### config.mk
export PLATFORM = sky130hd
export DESIGN_NAME = refreshArbiter
export DESIGN_NICKNAME = d
export VERILOG_FILES = /design/src/rtl/refreshArbPkg.sv /design/src/rtl/refreshReqPath.sv /design/src/rtl/refreshCtl.sv /design/src/rtl/refreshArbiter.sv
export SDC_FILE = /design/constraint.sdc
export NUM_CORES = 1
export LEC_CHECK = 0
export ABC_AREA = 1
export BUFFER_PORTS_ARGS = -buffer_cell sky130_fd_sc_hd__buf_2
export CAP_MARGIN = 20
export CORE_AREA = 2 2 39 41
export DETAILED_ROUTE_END_ITERATION = 12
export DIE_AREA = 0 0 41 43
export HOLD_SLACK_MARGIN = 0.12
export SYNTH_ARGS = -nofsm -noshare
export SYNTH_HDL_FRONTEND = slang
export SYNTH_HIERARCHICAL = 1
export SYNTH_SLANG_ARGS = --single-unit
export TNS_END_PERCENT = 10
### constraint.sdc
create_clock -name clk -period 1.69 [get_ports clk]
set_clock_uncertainty 0.05 [all_clocks]
set_input_delay 0 -clock clk [delete_from_list [all_inputs] [get_ports clk]]
set_output_delay 0 -clock clk [all_outputs]
set_load 0.02 [all_outputs]
### src/rtl/refreshArbPkg.sv
package refreshArbPkg;

  // Strobes sent from the arbitration control to the request datapath.
  typedef struct packed {
    logic active;  // refresh strobe currently driven
    logic step;    // strobe cycle with the ready line high
    logic finish;  // last ready cycle of the strobe
  } arbStrobes_t;

endpackage

### src/rtl/refreshReqPath.sv
module refreshReqPath
  import refreshArbPkg::*;
#(
  parameter int STROBE_LEN = 4
) (
  input  logic        clk,
  input  logic        rst,
  input  logic        tmrTick,
  input  logic        dmaClkEn,
  input  arbStrobes_t strb,
  output logic        refReq,
  output logic        lastBeat
);

  localparam int CW = $clog2(STROBE_LEN + 1);
  localparam logic [CW-1:0] LAST = CW'(STROBE_LEN - 1);

  logic          tickPrev;
  logic          pendFf;
  logic [CW-1:0] beatCnt;

  // Timer edge capture, then resync on the half-rate enable.
  always_ff @(posedge clk) begin
    if (rst) begin
      tickPrev <= 1'b0;
      pendFf   <= 1'b0;
      refReq   <= 1'b0;
    end else begin
      tickPrev <= tmrTick;
      if (strb.finish)
        pendFf <= 1'b0;
      else if (tmrTick && !tickPrev)
        pendFf <= 1'b1;
      if (strb.finish)
        refReq <= 1'b0;
      else if (dmaClkEn)
        refReq <= pendFf;
    end
  end

  // Counts ready cycles of the strobe.
  always_ff @(posedge clk) begin
    if (rst || strb.finish)
      beatCnt <= '0;
    else if (strb.step)
      beatCnt <= beatCnt + 1'b1;
  end

  assign lastBeat = (beatCnt == LAST);

endmodule

### src/rtl/refreshCtl.sv
module refreshCtl
  import refreshArbPkg::*;
(
  input  logic        clk,
  input  logic        rst,
  input  logic        refReq,
  input  logic        lastBeat,
  input  logic        dmaHoldReq,
  input  logic        cpuHoldAck,
  input  logic        busReady,
  input  logic        intAckActive,
  output arbStrobes_t strb,
  output logic        cpuHoldReq,
  output logic        refreshN,
  output logic        dmaHoldAck
);

  logic grantBit;
  logic dmaSide;
  logic setGrant;

  assign cpuHoldReq  = (refReq | dmaHoldReq) & ~intAckActive;
  assign strb.active = cpuHoldReq & cpuHoldAck & grantBit;
  assign strb.step   = strb.active & busReady;
  assign strb.finish = strb.step & lastBeat;
  assign refreshN    = ~strb.active;
  assign dmaHoldAck  = cpuHoldAck & dmaSide;

  // The grant is blocked while the DMA side owns the bus.
  assign setGrant = refReq & ~dmaSide & ~grantBit;

  always_ff @(posedge clk) begin
    if (rst) begin
      grantBit <= 1'b0;
      dmaSide  <= 1'b0;
    end else begin
      if (strb.finish)
        grantBit <= 1'b0;
      else if (setGrant)
        grantBit <= 1'b1;
      // The DMA side is held at 0 while a refresh is granted or being granted.
      dmaSide <= dmaHoldReq & ~grantBit & ~setGrant;
    end
  end

endmodule

### src/rtl/refreshArbiter.sv
module refreshArbiter
  import refreshArbPkg::*;
#(
  parameter int STROBE_LEN = 4
) (
  input  logic clk,
  input  logic rst,
  input  logic tmrTick,
  input  logic dmaClkEn,
  input  logic dmaHoldReq,
  input  logic cpuHoldAck,
  input  logic busReady,
  input  logic intAckActive,
  output logic cpuHoldReq,
  output logic refreshN,
  output logic dmaHoldAck
);

  arbStrobes_t strb;
  logic        refReq;
  logic        lastBeat;

  refreshReqPath #(.STROBE_LEN(STROBE_LEN)) uPath (
    .clk      (clk),
    .rst      (rst),
    .tmrTick  (tmrTick),
    .dmaClkEn (dmaClkEn),
    .strb     (strb),
    .refReq   (refReq),
    .lastBeat (lastBeat)
  );

  refreshCtl uCtl (
    .clk          (clk),
    .rst          (rst),
    .refReq       (refReq),
    .lastBeat     (lastBeat),
    .dmaHoldReq   (dmaHoldReq),
    .cpuHoldAck   (cpuHoldAck),
    .busReady     (busReady),
    .intAckActive (intAckActive),
    .strb         (strb),
    .cpuHoldReq   (cpuHoldReq),
    .refreshN     (refreshN),
    .dmaHoldAck   (dmaHoldAck)
  );

endmodule

# Word level (Yosys, flattened, before mapping)
# Index checks and enable logic that the tools add are counted.
# W data, S select, Z words.
dict set report classes {
  bitwise_logic 16
  n_reduce_logical 4
  shift 0
  mul 0
  div_mod_pow 0
  eq_ne 1
  addsub 1
  muxes 0
  order_cmp 0
}
# op count
set op_table {}
lappend op_table {{$and A1 B1 Y1} 10}
lappend op_table {{$not A1 Y1} 5}
lappend op_table {{$add A3 B1 Y3 const B} 1}
lappend op_table {{$eq A3 B2 Y1 const B} 1}
lappend op_table {{$reduce_or A2 Y1} 1}
lappend op_table {{$logic_and A1 B1 Y1} 1}
lappend op_table {{$logic_not A1 Y1} 1}
lappend op_table {{$logic_or A1 B1 Y1} 1}
lappend op_table {{$or A1 B1 Y1} 1}
dict set report word_totals {
  output_inout_bits 3
  memories 0
  inputBits 8
  word_cells 28
  latch_bits 0
  reg_bits 8
  mem_bits_rw 0
  rom_bits 0
}

# Depth between registers and ports, before layout
# Gate-level depths: netlist (run 1).
dict set report depth {
  word_depth 7
  ltp_mapped 7
  ltp_nobuf 7
}

# By module
# Netlist (run 1), hierarchy kept.
# module seq_area_each_um2 area_each_um2 cells_per_inst n_inst
set modules_own_cells {}
lappend modules_own_cells {refreshReqPath 120.1 257.7 35 1}
lappend modules_own_cells {refreshCtl 40.0 130.1 22 1}

# Worst setup path before layout (run 1)
# No wires, ideal clock.
dict set report synth_timing {
  kind {flip-flop to flip-flop}
  from {register uPath.beatCnt[0]}
  to {register uPath.refReq}
  setup_time_ns 0.064
  setup_slack_ns 0.519
  required_ns 1.576
  synth_period_minus_slack_ns 1.171
  path_stages_with_launch 8
  n_path_buf 0
  arrival_time_ns 1.057
  cell_sequence {dfxtp_1 ha_1 ha_1 nand4_1 inv_1 nor2_2 nand2_1 nor2_1}
}
# item line
set synth_rtl {}
lappend synth_rtl {{from (decl)} refreshReqPath.sv:20} ;# logic [CW-1:0] beatCnt;
lappend synth_rtl {{from (signal assigned)} refreshReqPath.sv:46} ;# beatCnt <= beatCnt + 1'b1;
lappend synth_rtl {{to (signal assigned)} refreshReqPath.sv:37} ;# refReq <= pendFf;
lappend synth_rtl {{to (decl)} refreshReqPath.sv:11} ;# output logic refReq,

# Final worst setup path (run 1)
dict set report layout_timing {
  from {register uPath.beatCnt[0]}
  to {register uCtl.grantBit}
}
dict set report layout_via {
  elab_chain_len 3
}
# item line
set layout_lines {}
lappend layout_lines {{$eq A3 B2 Y1} refreshReqPath.sv:49} ;# assign lastBeat = (beatCnt == LAST);
lappend layout_lines {{via lastBeat} refreshArbiter.sv:21} ;# logic lastBeat;
lappend layout_lines {{$and A1 B1 Y1} refreshCtl.sv:25} ;# assign strb.finish = strb.step & lastBeat;
lappend layout_lines {{$reduce_or A2 Y1 (no line)} --}
lappend layout_lines {{to (signal assigned)} refreshCtl.sv:34} ;# grantBit <= 1'b0;
lappend layout_lines {{to (signal assigned)} refreshCtl.sv:38} ;# grantBit <= 1'b0;
lappend layout_lines {{to (signal assigned)} refreshCtl.sv:40} ;# grantBit <= 1'b1;
lappend layout_lines {{to (decl)} refreshCtl.sv:18} ;# logic grantBit;
# The timed path passes the listed nets, and every way through them passes these cells.
# A chain may end at the register's enable or synchronous reset.

==> results.txt, run 1 <==
The flow ran to the end, and the final reports show no timing, DRC or antenna violations. The net count after synthesis came out at 67. In this run the worst path has a maximum fanout of 3. The fraction of layout cells with a size suffix above 1 came out at 26.0%. The die is 41 um wide.

Measured in cells, the most critical reg-to-reg path has a length of 6. After clock tree synthesis, the setup repair step added 0 buffers. The setup slack at placement is 0.419 ns. In the final routed layout, each cell accounts on average for 7.45 um. In this run the critical register-to-register path is launched from uPath/beatCnt[0]$_SDFFE_PP0P_. The cell repeated most along the worst path is sky130_fd_sc_hd__ha_1. By area, the combinational part of the netlist is dominated by simple AND/OR/NAND/NOR gates. The power density relative to cell area is 730 nW/um^2. The number of nets in the layout is 89.

The share of synthesized cell area in full adder, half adder and majority cells came out at 6.45%. The number of search-and-repair iterations in the first detailed-routing pass came out at 4. In this run the core area contains 14 standard-cell rows. Ranked by total cell area, the synthesized netlist is headed by sky130_fd_sc_hd__dfxtp_1, sky130_fd_sc_hd__inv_1, sky130_fd_sc_hd__nand2_1. Post-CTS repair changed the size of 0 cells. The number of levels the H-tree was split into is 1. The global-route wire length before repair is 1.15 mm.

The cell type group with the largest total delay on the critical path is buffers and inverters. The synthesized area divided by synthesized cell count came out at 6.80 sq um. The number of buffer cells added on primary ports came out at 10.

STA classifies the critical path endpoint as a flop. The number of global-route vias before repair came out at 345. The clock transition time at the flip-flop clock pins of the worst setup and hold paths is 0.05 ns. CTS placed an instance of sky130_fd_sc_hd__clkbuf_4 at the clock tree root. The slew at the pin closest to its max-slew limit came out at 0.243 ns. The worst-case IR drop observed on VDD is 0.316 mV.

Leaving out fill and tap cells, the most frequent cells in the layout are sky130_fd_sc_hd__nand2_1, sky130_fd_sc_hd__inv_1, sky130_fd_sc_hd__buf_2, sky130_fd_sc_hd__nor2_1, sky130_fd_sc_hd__dfxtp_1. The upper clock frequency limit is 649 MHz. The count of cells along the worst hold path came out at 7. The number of violations of the max-capacitance limit is 0. The count of cell instances traversed by the critical path came out at 6. The worst-case hold path end point is uPath/beatCnt[1]$_SDFFE_PP0P_. For this design the static power due to leakage is 0.292 nW.

After layout, the worst path uses 91.2% of the clock period. The synthesized area is 388 sq um. The number of antenna cells inserted came out at 0. For the worst setup path, the data arrival time is 1.64 ns. The multiplexer fraction of the synthesized cell area is 0%. The die covers 1760 sq um. The area of all placed cells without fillers came out at 551 sq um. Summed over all failing endpoints, the final setup total negative slack is 0 ns. The endpoint required time on the critical path is 1.79 ns. The pin count of the biggest net entering global routing came out at 7. The setup slack of the worst register-to-register path came out at 0.15 ns. The layout overhead on the synthesized area came out at 41.9%. The total of flip-flops plus latches after synthesis came out at 8.

The CTS sink count came out at 8. The share of the synthesized netlist area taken by xor and xnor gates came out at 0%. The initial detailed-routing violation count came out at 3. The capturing point of the worst reg2reg path is uCtl/grantBit$_SDFFE_PP0N_. The top-area cell type share of the netlist area is 41.3%. The clock reaches the later pin of the worst-skew pair after 0.25 ns.

In the global route stage, overall resource usage came out at 10.5%. The number of buffers created by CTS came out at 3. Detailed placement ended at an HPWL of 559 um. Synthesis instantiated 12 different standard cells from the library. The critical path contains buffers and inverters numbering 2 combined. The start point of the worst hold path is intAckActive. The overall die height is 43 um. Setup repair after global routing left no endpoint under its margin.

The number of endpoints failing setup at the final stage came out at 0. The clock period minus final worst setup slack came out at 1.54 ns. For this run, the number of Yosys warnings is 6.

The delay of the slowest cell on the worst path came out at 0.57 ns. The I/O pin count came out at 11. In this run the worst hold path is classified as input pin to flop. The biggest area contributor in the post-synthesis netlist is sky130_fd_sc_hd__dfxtp_1. The weighted congestion reported at the end of routability-driven placement is 0.671.

For this run, design rule violations remaining after detail routing come to 0. The worst slew margin relative to its limit came out at 83.8%. No sink is reached through more buffers than the 2 on the longest clock path. The critical path is of the flop to flop type. The worst setup slack after layout came out at 0.149 ns. The slowest stage of the critical path belongs to the cell sky130_fd_sc_hd__dlygate4sd3_1. The max-slew violation count came out at 0.

The critical path startpoint category is a flop. The finished layout holds 93 standard cells, fillers aside. The cell area reported after detailed placement is 458 sq um. The via count normalized by instance count came out at 3.98. Global routing finished with a remaining overflow of 0. The initial core utilization is 28.0%.

The area fraction in and, or, nand and nor cells after synthesis is 31.9%. Traced cell by cell, the critical path runs through ha_1, ha_1, nand4_1, dlygate4sd3_1, nand2_1, inv_1. The TritonCTS clock tree is built. The antenna violation net count after detailed routing is 0.

The share of the Yosys chip area taken by registers is 41.3%. The synthesized instance count is 57. The initial antenna violation count is 0.

The synthesized-area fraction occupied by ao, oa, aoi and oai cells came out at 6.77%. Once placement completed, the tool counted placed cells totaling 83. The total wire length after detailed routing came out at 693 um. The number of failing hold endpoints at the final stage is 0.

The area of the placeable core came out at 1380 sq um. The completed layout was analyzed and its total power is 0.402 mW. The number of vias in the routed layout is 370.
-- worst max-delay path by stage --
stage	startpoint	to	slack [ns]
3_5_place_dp	uPath/beatCnt[0]$_SDFFE_PP0P_	uPath/refReq$_SDFFE_PP0P_	0.42
3_3_place_gp	uPath/beatCnt[0]$_SDFFE_PP0P_	uPath/beatCnt[2]$_SDFFE_PP0P_	0.45
2_1_floorplan	uPath/beatCnt[0]$_SDFFE_PP0P_	uPath/refReq$_SDFFE_PP0P_	0.52
6_report	uPath/beatCnt[0]$_SDFFE_PP0P_	uCtl/grantBit$_SDFFE_PP0N_	0.15
4_1_cts	uPath/beatCnt[0]$_SDFFE_PP0P_	uCtl/grantBit$_SDFFE_PP0N_	0.14
5_1_grt	uPath/beatCnt[0]$_SDFFE_PP0P_	uCtl/grantBit$_SDFFE_PP0N_	0.06
-- metal layers --
metal | vias to the layer above | track usage (%) | part of all wire (%)
met5 | - | 0 | 0
met2 | 6 | 16.3 | 48
met3 | 2 | 6.28 | 5.9
met1 | 154 | 8.06 | 44
met4 | 0 | 10.0 | 2.5
li1 | 208 | - | -
-- layout make-up --
type	instances	area (sq um)
clock buffers	3	22.5
inverters	14	52.6
multi-input cells	35	175
well taps	16	20.0
flip-flops and latches	8	160
fillers	150	833
repair buffers	17	120
-- registers in the layout (all words and copies together), names as in the netlist --
signal / flops
uPath/tickPrev: 1
uCtl/dmaSide: 1
uPath/pendFf: 1
uPath/refReq: 1
uPath/beatCnt: 3
uCtl/grantBit: 1
-- Yosys cell counts, drive strengths merged --
master  instances
a21oi           3
nand4           1
ha              2
nand2          14
dfxtp           8
inv            14
o21bai          1
nor2           14
-- metrics by stage --
| step | hold slack, ns | util (%) |
|---|---|---|
| after global routing | 0.236 | 39.8 |
| after floorplan | 0.00141 | - |
| after detailed placement | 0.175 | 33.1 |
| after global placement | 0.171 | 33.1 |
| after CTS | 0.199 | 39.8 |
| final | 0.205 | 39.8 |
-- where the power goes --
| group | internal, mW | switching [mW] |
|---|---|---|
| Combinational | 0.0284 | 0.0288 |
| Clock | 0.0811 | 0.0619 |
| Sequential | 0.198 | 0.00415 |
-- worst min-delay path, cell delays in order --
cell	delay, ns
sky130_fd_sc_hd__buf_2	0.09
sky130_fd_sc_hd__o21bai_1	0.11
sky130_fd_sc_hd__nor2_2	0.04
sky130_fd_sc_hd__inv_2	0.05
sky130_fd_sc_hd__nor2_2	0.06
sky130_fd_sc_hd__nand2_2	0.06
sky130_fd_sc_hd__a21oi_2	0.05
-- what timing repair did --
item | in CTS | in global routing
hold buffers | 7 | 0
hold endpoints to repair | 8 | 0
endpoints found under the setup margin | 0 | 0
-- logic make-up after synthesis --
group,Yosys count
AO/OA/AOI/OAI,4
adder cells (fa/ha/maj),2
buffers and inverters,14
flip-flops,8
AND/OR/NAND/NOR,29
Note: power is estimated with default switching activity, not from simulation.
==> run 2, diff against run 1 <==
Settings changed: SYNTH_HIERARCHICAL 1 to not set.
==> results.txt, run 2 <==
The flow ran to the end, and the final reports show no timing, DRC or antenna violations. Ranked by flip-flop count, first place goes to uPath.beatCnt. The number of warnings reported in the yosys synthesis log is 0 (-6).

The share of synthesized flip-flops with an asynchronous set or reset was 0% (unchanged). The slew at the pin closest to its max-slew limit was 0.188 ns (-0.0557 ns). The clock transition time at the flip-flop clock pins of the worst setup and hold paths came out at 0.05 ns (about the same). The net count after synthesis was 57 (-15%). The commonest cells after synthesis are sky130_fd_sc_hd__nor2_1, sky130_fd_sc_hd__dfxtp_1, sky130_fd_sc_hd__inv_1. The number of gates given a new drive strength after cts is 0 (unchanged). The initial antenna violation count is 0 (unchanged).

The average routed wire per standard cell is 8.86 um (+19%). The number of antenna cells inserted is 0 (unchanged). The number of levels the H-tree was split into is 1 (unchanged). The number of search-and-repair iterations in the first detailed-routing pass is 4 (unchanged). The number of placement rows is 14 (unchanged). Setup repair after global routing left no endpoint under its margin. The worst hold path belongs to the class input pin to flop.

The top flip-flop cell by instance count after synthesis is sky130_fd_sc_hd__dfxtp_1. The number of distinct library cells after synthesis came out at 12 (unchanged). The number of setup buffers added after CTS is 0 (unchanged). The critical path class is input pin to flop.

The initial core utilization came out at 25.9% (-2.1 points). The number of nets in the layout came out at 80 (-10%). The leakage power summed over all cells is 0.265 nW (-8.9%). The synthesized area divided by synthesized cell count came to 7.64 sq um (+12%). The capturing element type of the critical path is a flop.

The final standard cell count with taps included and fillers excluded is 84 (-9.7%). The total of hold buffers inserted after clock tree synthesis is 8 (+1). The synthesized instance count is 47 (-18%). The total of flip-flops plus latches after synthesis came out at 8 (unchanged).

The area of all placed cells without fillers is 532 sq um (-3.4%). The area of the placeable core was 1380 sq um (unchanged). The global-route wire length before repair is 1.27 mm (+11%). The length in cells of the worst reg-to-reg path is 5 (-1). The I/O pin count came out at 11 (unchanged). The most common cell in the synthesized netlist is sky130_fd_sc_hd__nor2_1.

The total global routing overflow is 0 (unchanged). The die extent in x came out at 41 um (unchanged). The number of vias in the routed layout is 362 (-2.2%). The fraction of layout cells with a size suffix above 1 came out at 25.0% (-0.97 points). The worst slew margin relative to its limit is 87.5% (+3.7 points). The number of endpoints failing setup at the final stage is 0 (unchanged). The antenna violation net count after detailed routing is 0 (unchanged).

The root buffer cell chosen for the clock tree is sky130_fd_sc_hd__clkbuf_4. The number of buffers created by CTS is 3 (unchanged). The max-slew violation count came out at 0 (unchanged). The clock period minus final worst setup slack is 1.53 ns (-0.00913 ns).

By area the synthesized netlist is led by sky130_fd_sc_hd__dfxtp_1, sky130_fd_sc_hd__nor2_1, sky130_fd_sc_hd__inv_1. In this run the most critical hold path is launched from cpuHoldAck. The arrival time reported for the critical path endpoint came out at 1.66 ns (+0.02 ns).

The overall die area came out at 1760 sq um (unchanged). The weighted congestion reported at the end of routability-driven placement was 0.795 (+19%). The pin count of the biggest net entering global routing is 8 (+1). The placed instance count is 73 (-12%).

The power density relative to cell area came to 752 nW/um^2 (+2.9%). The top cell types in the final layout, fill and taps aside, are sky130_fd_sc_hd__nor2_1, sky130_fd_sc_hd__buf_2, sky130_fd_sc_hd__inv_1, sky130_fd_sc_hd__dlygate4sd3_1, sky130_fd_sc_hd__dfxtp_1. In this run the critical register-to-register path is launched from uCtl.grantBit$_SDFFE_PP0N_.

The clock insertion delay at the later pin of the skew report was 0.25 ns (about the same). The peak ir drop on the vdd network came out at 0.503 mV (+59%). The number of failing hold endpoints at the final stage is 0 (unchanged). The count of cells along the worst hold path is 5 (-2). The number of violations of the max-capacitance limit is 0 (unchanged). The share of the clock period used by the worst path was 90.6% (-0.54 points).

The upper clock frequency limit was 653 MHz (+0.60%). The initial detailed-routing violation count came out at 7 (+4). The share of the yosys chip area belonging to registers came out at 44.6% (+3.3 points).

The detailed placer's ending HPWL came out at 503 um (-10%). STA classifies the critical path startpoint as an input pin. The overall die height is 43 um (unchanged).

The DRC violation count after routing came out at 0 (unchanged). The endpoint required time on the critical path is 1.82 ns (+0.03 ns). The maximum root-to-sink buffer count is 2 (unchanged). The number of flops mapped to enable cells by yosys was 0 (unchanged). The flip-flop count of the largest register, all copies and words added is 3 (unchanged). TritonCTS built the clock tree. The synthesized area came out at 359 sq um (-7.4%).

The number of global-route vias before repair is 347 (+0.58%). The most critical setup path has its startpoint at intAckActive. The worst-path maximum fanout came to 7 (+4). The combined global-route utilization of all metal layers is 10.8% (+0.33 points). The layout overhead on the synthesized area is 48.1%. Summed over all instances, the cell type with the most area after synthesis is sky130_fd_sc_hd__dfxtp_1. The number of buffer cells added on primary ports is 10 (unchanged).

The total wire length after detailed routing came out at 744 um (+7.4%). The CTS sink count is 8 (unchanged). The aggregate negative setup slack is 0 ns (unchanged).

The cell area reported after detailed placement came out at 429 sq um (-6.3%). The top-area cell type share of the netlist area is 44.6% (+3.3 points). The via count normalized by instance count is 4.31 (+8.3%).

The setup slack of the worst register-to-register path is 0.20 ns (+0.05 ns).
## run 2: kinds of logic after synthesis
logic type                 Yosys count  synth area share [%]
AOI/OAI and AO/OA                    4                  5.58
adders and majority gates            2                  6.97
buffers and inverters                8                  8.36
DFF                                  8                  44.6
and+or+nand+nor                     25                  34.5
## run 2: power by group
part	total (mW)	internal, mW	switching (mW)
clock network	0.147	0.0813	0.0657
logic	0.0535	0.0264	0.0271
registers	0.199	0.196	0.00325
## run 2: metrics by stage
step	util, %	worst slack (ns)	total power [mW]	hold WS (ns)
6_report	38.4	0.158	0.400	0.167
5_1_grt	38.4	0.0798	0.419	0.220
4_1_cts	38.4	0.200	0.403	0.169
3_5_place_dp	31.0	0.532	0.245	0.154
3_3_place_gp	31.0	0.559	0.244	0.150
2_1_floorplan	-	0.572	0.226	-0.00368
## run 2: worst paths after layout
check	endpoint
worst max-delay path	uPath.beatCnt[0]$_SDFFE_PP0P_
worst min-delay path	uPath.beatCnt[2]$_SDFFE_PP0P_
worst max register to register	uPath.beatCnt[0]$_SDFFE_PP0P_
worst min register to register	uPath.beatCnt[2]$_SDFFE_PP0P_
## run 2: area by class of cell
cell class | instances | area, sq um
fill | 141 | 852
multi-input combinational | 31 | 169
clock buffer | 3 | 22.5
sequential | 8 | 160
inverter | 8 | 30.0
tap | 16 | 20.0
timing repair buffer | 18 | 130
## run 2: routing by layer
| layer | up-vias | wire [um] | track usage (%) |
|---|---|---|---|
| li1 | 192 | - | - |
| met1 | 158 | 352 | 14.0 |
| met3 | 0 | 36 | 1.57 |
| met4 | 0 | 0 | 8.00 |
| met2 | 12 | 356 | 15.3 |
| met5 | - | 0 | 0 |
## run 2: critical path, stage by stage
cell	delay [ns]
sky130_fd_sc_hd__dlygate4sd3_1	0.53
sky130_fd_sc_hd__buf_2	0.14
sky130_fd_sc_hd__nor2_4	0.18
sky130_fd_sc_hd__nand4_1	0.11
sky130_fd_sc_hd__dlygate4sd3_1	0.58
sky130_fd_sc_hd__a21oi_1	0.13
==> run 3, diff against run 2 <==
Clock period 1.69 ns to 1.2 ns, I/O delays scaled along.
==> results.txt, run 3 (synthesis gave the netlist of run 2 again) <==
The run finished with clean final reports. The pin count of the biggest net entering global routing is 8 (unchanged). The via count normalized by instance count came out at 4.14 (-3.8%). The max-slew violation count came out at 0 (unchanged). The top register by number of flip-flops is uPath.beatCnt. The CTS sink count is 8 (unchanged). Setup repair after global routing could not meet its margin everywhere.

The final cell utilization of the core came out at 39.2% (+0.81 points). The layout overhead on the synthesized area came out at 51.2%. The final standard cell count with taps included and fillers excluded is 83 (-1.2%). The overall die area came to 1760 sq um (unchanged).

Leaving out fill and tap cells, the most frequent cell in the layout is sky130_fd_sc_hd__buf_2. The cell internal power dissipation came out at 0.428 mW (+41%). The reported net switching power came out at 0.133 mW (+39%).

The number of buffer cells added on primary ports came out at 10 (unchanged). The average routed wire per standard cell came out at 8.70 um (-1.8%). The worst setup slack after layout came to 0.0775 ns (-0.0806 ns).

The global-route wire length before repair came out at 1.24 mm (-2.1%). The top cell types in the final layout, fill and taps aside, are sky130_fd_sc_hd__buf_2, sky130_fd_sc_hd__nor2_1, sky130_fd_sc_hd__nand2_1, sky130_fd_sc_hd__inv_1, sky130_fd_sc_hd__dfxtp_1. The fraction of power spent switching nets came out at 23.7% (-0.31 points).

The capturing point of the worst reg2reg path is uPath.beatCnt[2]$_SDFFE_PP0P_. CTS placed an instance of sky130_fd_sc_hd__clkbuf_4 at the clock tree root. The maximum root-to-sink buffer count came out at 2 (unchanged). The number of placement rows is 14 (unchanged). The overall die height is 43 um (unchanged). The reg-to-reg startpoint is uPath.beatCnt[0]$_SDFFE_PP0P_. The antenna violation net count after detailed routing came out at 0 (unchanged). The number of global-route vias before repair was 340 (-2.0%). The peak ir drop on the vdd network came out at 0.699 mV (+39%).

The clock period minus final worst setup slack is 1.12 ns. The DRC violation count after routing was 0 (unchanged). The initial antenna violation count is 0 (unchanged). The share of total power in combinational logic was 13.7% (+0.3 points). The clock transition time at the flip-flop clock pins of the worst setup and hold paths came out at 0.05 ns (about the same). The number of endpoints failing setup at the final stage is 0 (unchanged). STA classifies the critical path endpoint as a flop. The setup slack at placement came out at 0.0419 ns (-0.490 ns). The I/O pin count came out at 11 (unchanged). The critical path startpoint category is a flop. The placed instance count is 73 (unchanged). The initial detailed-routing violation count came out at 3 (-4).

The worst hold path terminates at uPath.beatCnt[0]$_SDFFE_PP0P_. The endpoint required time on the critical path was 1.33 ns (-0.49 ns). Derived from the worst setup path, the maximum achievable clock frequency is 891 MHz. The proportion of power drawn by flip-flops and latches came out at 49.9% (about the same). The slew at the pin closest to its max-slew limit came out at 0.183 ns (-0.00402 ns). The number of violations of the max-capacitance limit is 0 (unchanged). The initial core utilization came out at 25.9% (unchanged). The power density relative to cell area is 1030 nW/um^2 (+38%).

The number of search-and-repair iterations in the first detailed-routing pass is 4 (unchanged). The weighted congestion reported at the end of routability-driven placement came to 0.814 (+2.3%). The number of levels the H-tree was split into is 1 (unchanged). In this run the most critical hold path is launched from cpuHoldAck. The cell at the slowest stage of the critical path is sky130_fd_sc_hd__dfxtp_2. In this run the worst hold path is classified as input pin to flop. The count of cells along the worst hold path was 5 (unchanged). The clock power share is 36.4% (-0.4 points). The number of vias in the routed layout came out at 344 (-5.0%). The die extent in x came to 41 um (unchanged). The leakage power summed over all cells is 0.273 nW (+2.9%). The area of the placeable core came out at 1380 sq um (unchanged). The worst slew margin relative to its limit is 87.8% (+0.27 points). The number of antenna cells inserted came out at 0 (unchanged).

The detailed placer's ending HPWL came to 503 um (unchanged). The fraction of layout cells with a size suffix above 1 is 32.8% (+7.8 points). The clock insertion delay at the later pin of the skew report is 0.25 ns (about the same). TritonCTS built the clock tree. The critical path is of the flop to flop type. The total global routing overflow is 0 (unchanged).

The combined global-route utilization of all metal layers came out at 10.6% (-0.20 points). The worst hold-check slack is 0.161 ns (-0.00564 ns). The arrival time reported for the critical path endpoint came out at 1.25 ns (-0.41 ns). The length in cells of the worst reg-to-reg path is 5 (unchanged). The flip-flop count of the largest register, all copies and words added is 3 (unchanged). The signal on the critical path passes through ha_2, ha_4, inv_1, nand4_1, a21oi_1.

The total wire length after detailed routing was 722 um (-3.0%). The number of nets in the layout came out at 79 (-1.3%). The setup slack of the worst register-to-register path is 0.08 ns (-0.12 ns). The delay of the slowest cell on the worst path came to 0.32 ns (-0.26 ns). The number of failing hold endpoints at the final stage came out at 0 (unchanged). The number of buffers created by CTS came out at 3 (unchanged).

The share of the clock period used by the worst path is 93.5%. The worst-path maximum fanout came out at 3 (-4).
## run 3: cell count changes in the layout (fill, tap and decap cells not counted), sizes merged
cell,previous run,this run
dlygate4sd3,8,6
dlymetal6s4s,0,1
## run 3: area by class of cell
cell class	instances	area, sq um
repair buffers	17	123
flip-flops and latches	8	161
multi-input cells	31	186
inverters	8	30.0
clock buffers	3	22.5
fillers	139	841
well taps	16	20.0
## run 3: worst max-delay path by stage
stage	start	end	slack, ns	cells after the start
2_1_floorplan	uPath.beatCnt[0]$_SDFFE_PP0P_	uPath.beatCnt[2]$_SDFFE_PP0P_	0.08	5
3_3_place_gp	uPath.beatCnt[0]$_SDFFE_PP0P_	uPath.beatCnt[2]$_SDFFE_PP0P_	0.07	5
3_5_place_dp	uPath.beatCnt[0]$_SDFFE_PP0P_	uPath.beatCnt[2]$_SDFFE_PP0P_	0.04	5
4_1_cts	tmrTick	uPath.tickPrev$_SDFF_PP0_	0.01	5
5_1_grt	intAckActive	refreshN	-0.002	5
6_report	uPath.beatCnt[0]$_SDFFE_PP0P_	uPath.beatCnt[2]$_SDFFE_PP0P_	0.08	5
## run 3: layer usage
| metal | share of wire [%] | global-route usage, % | routed length (um) | up-vias |
|---|---|---|---|---|
| li1 | - | - | - | 191 |
| met1 | 48 | 14.0 | 349 | 146 |
| met2 | 48 | 14.7 | 345 | 7 |
| met3 | 3.9 | 1.57 | 28 | 0 |
| met4 | 0 | 8.00 | 0 | 0 |
| met5 | 0 | 0 | 0 | - |
## run 3: power groups by stage
| stage | combinational, mW | clock (mW) | sequential [mW] |
|---|---|---|---|
| 5_1_grt | 0.0864 | 0.224 | 0.282 |
| 6_report | 0.0769 | 0.204 | 0.281 |
| 2_1_floorplan | 0.0330 | 0 | 0.286 |
| 3_3_place_gp | 0.0575 | 0 | 0.286 |
| 3_5_place_dp | 0.0581 | 0 | 0.286 |
| 4_1_cts | 0.0754 | 0.211 | 0.281 |
## run 3: through the flow
| stage | instance area [sq um] | setup TNS (ns) | total power, mW |
|---|---|---|---|
| 3_5_place_dp | 429 | 0 | 0.345 |
| 3_3_place_gp | 429 | 0 | 0.344 |
| 5_1_grt | 543 | -0.00191 | 0.593 |
| 2_1_floorplan | 359 | 0 | 0.319 |
| 4_1_cts | 522 | 0 | 0.567 |
| 6_report | 543 | 0 | 0.562 |
## run 3: critical path, delay by kind of cell, from the launching register on
family,cells,cell delay [ns]
AOI/OAI and AO/OA,1,0.14
adders and majority gates,2,0.43
buffers and inverters,1,0.04
DFF,1,0.32
and+or+nand+nor,1,0.08
## run 3: repair_timing
item | in CTS | in global routing
endpoints found under the setup margin | 0 | 3
endpoints found under the hold margin | 8 | 0
buffers inserted | 0 | 0
gates resized for setup | 0 | 6
hold buffers | 7 | 0
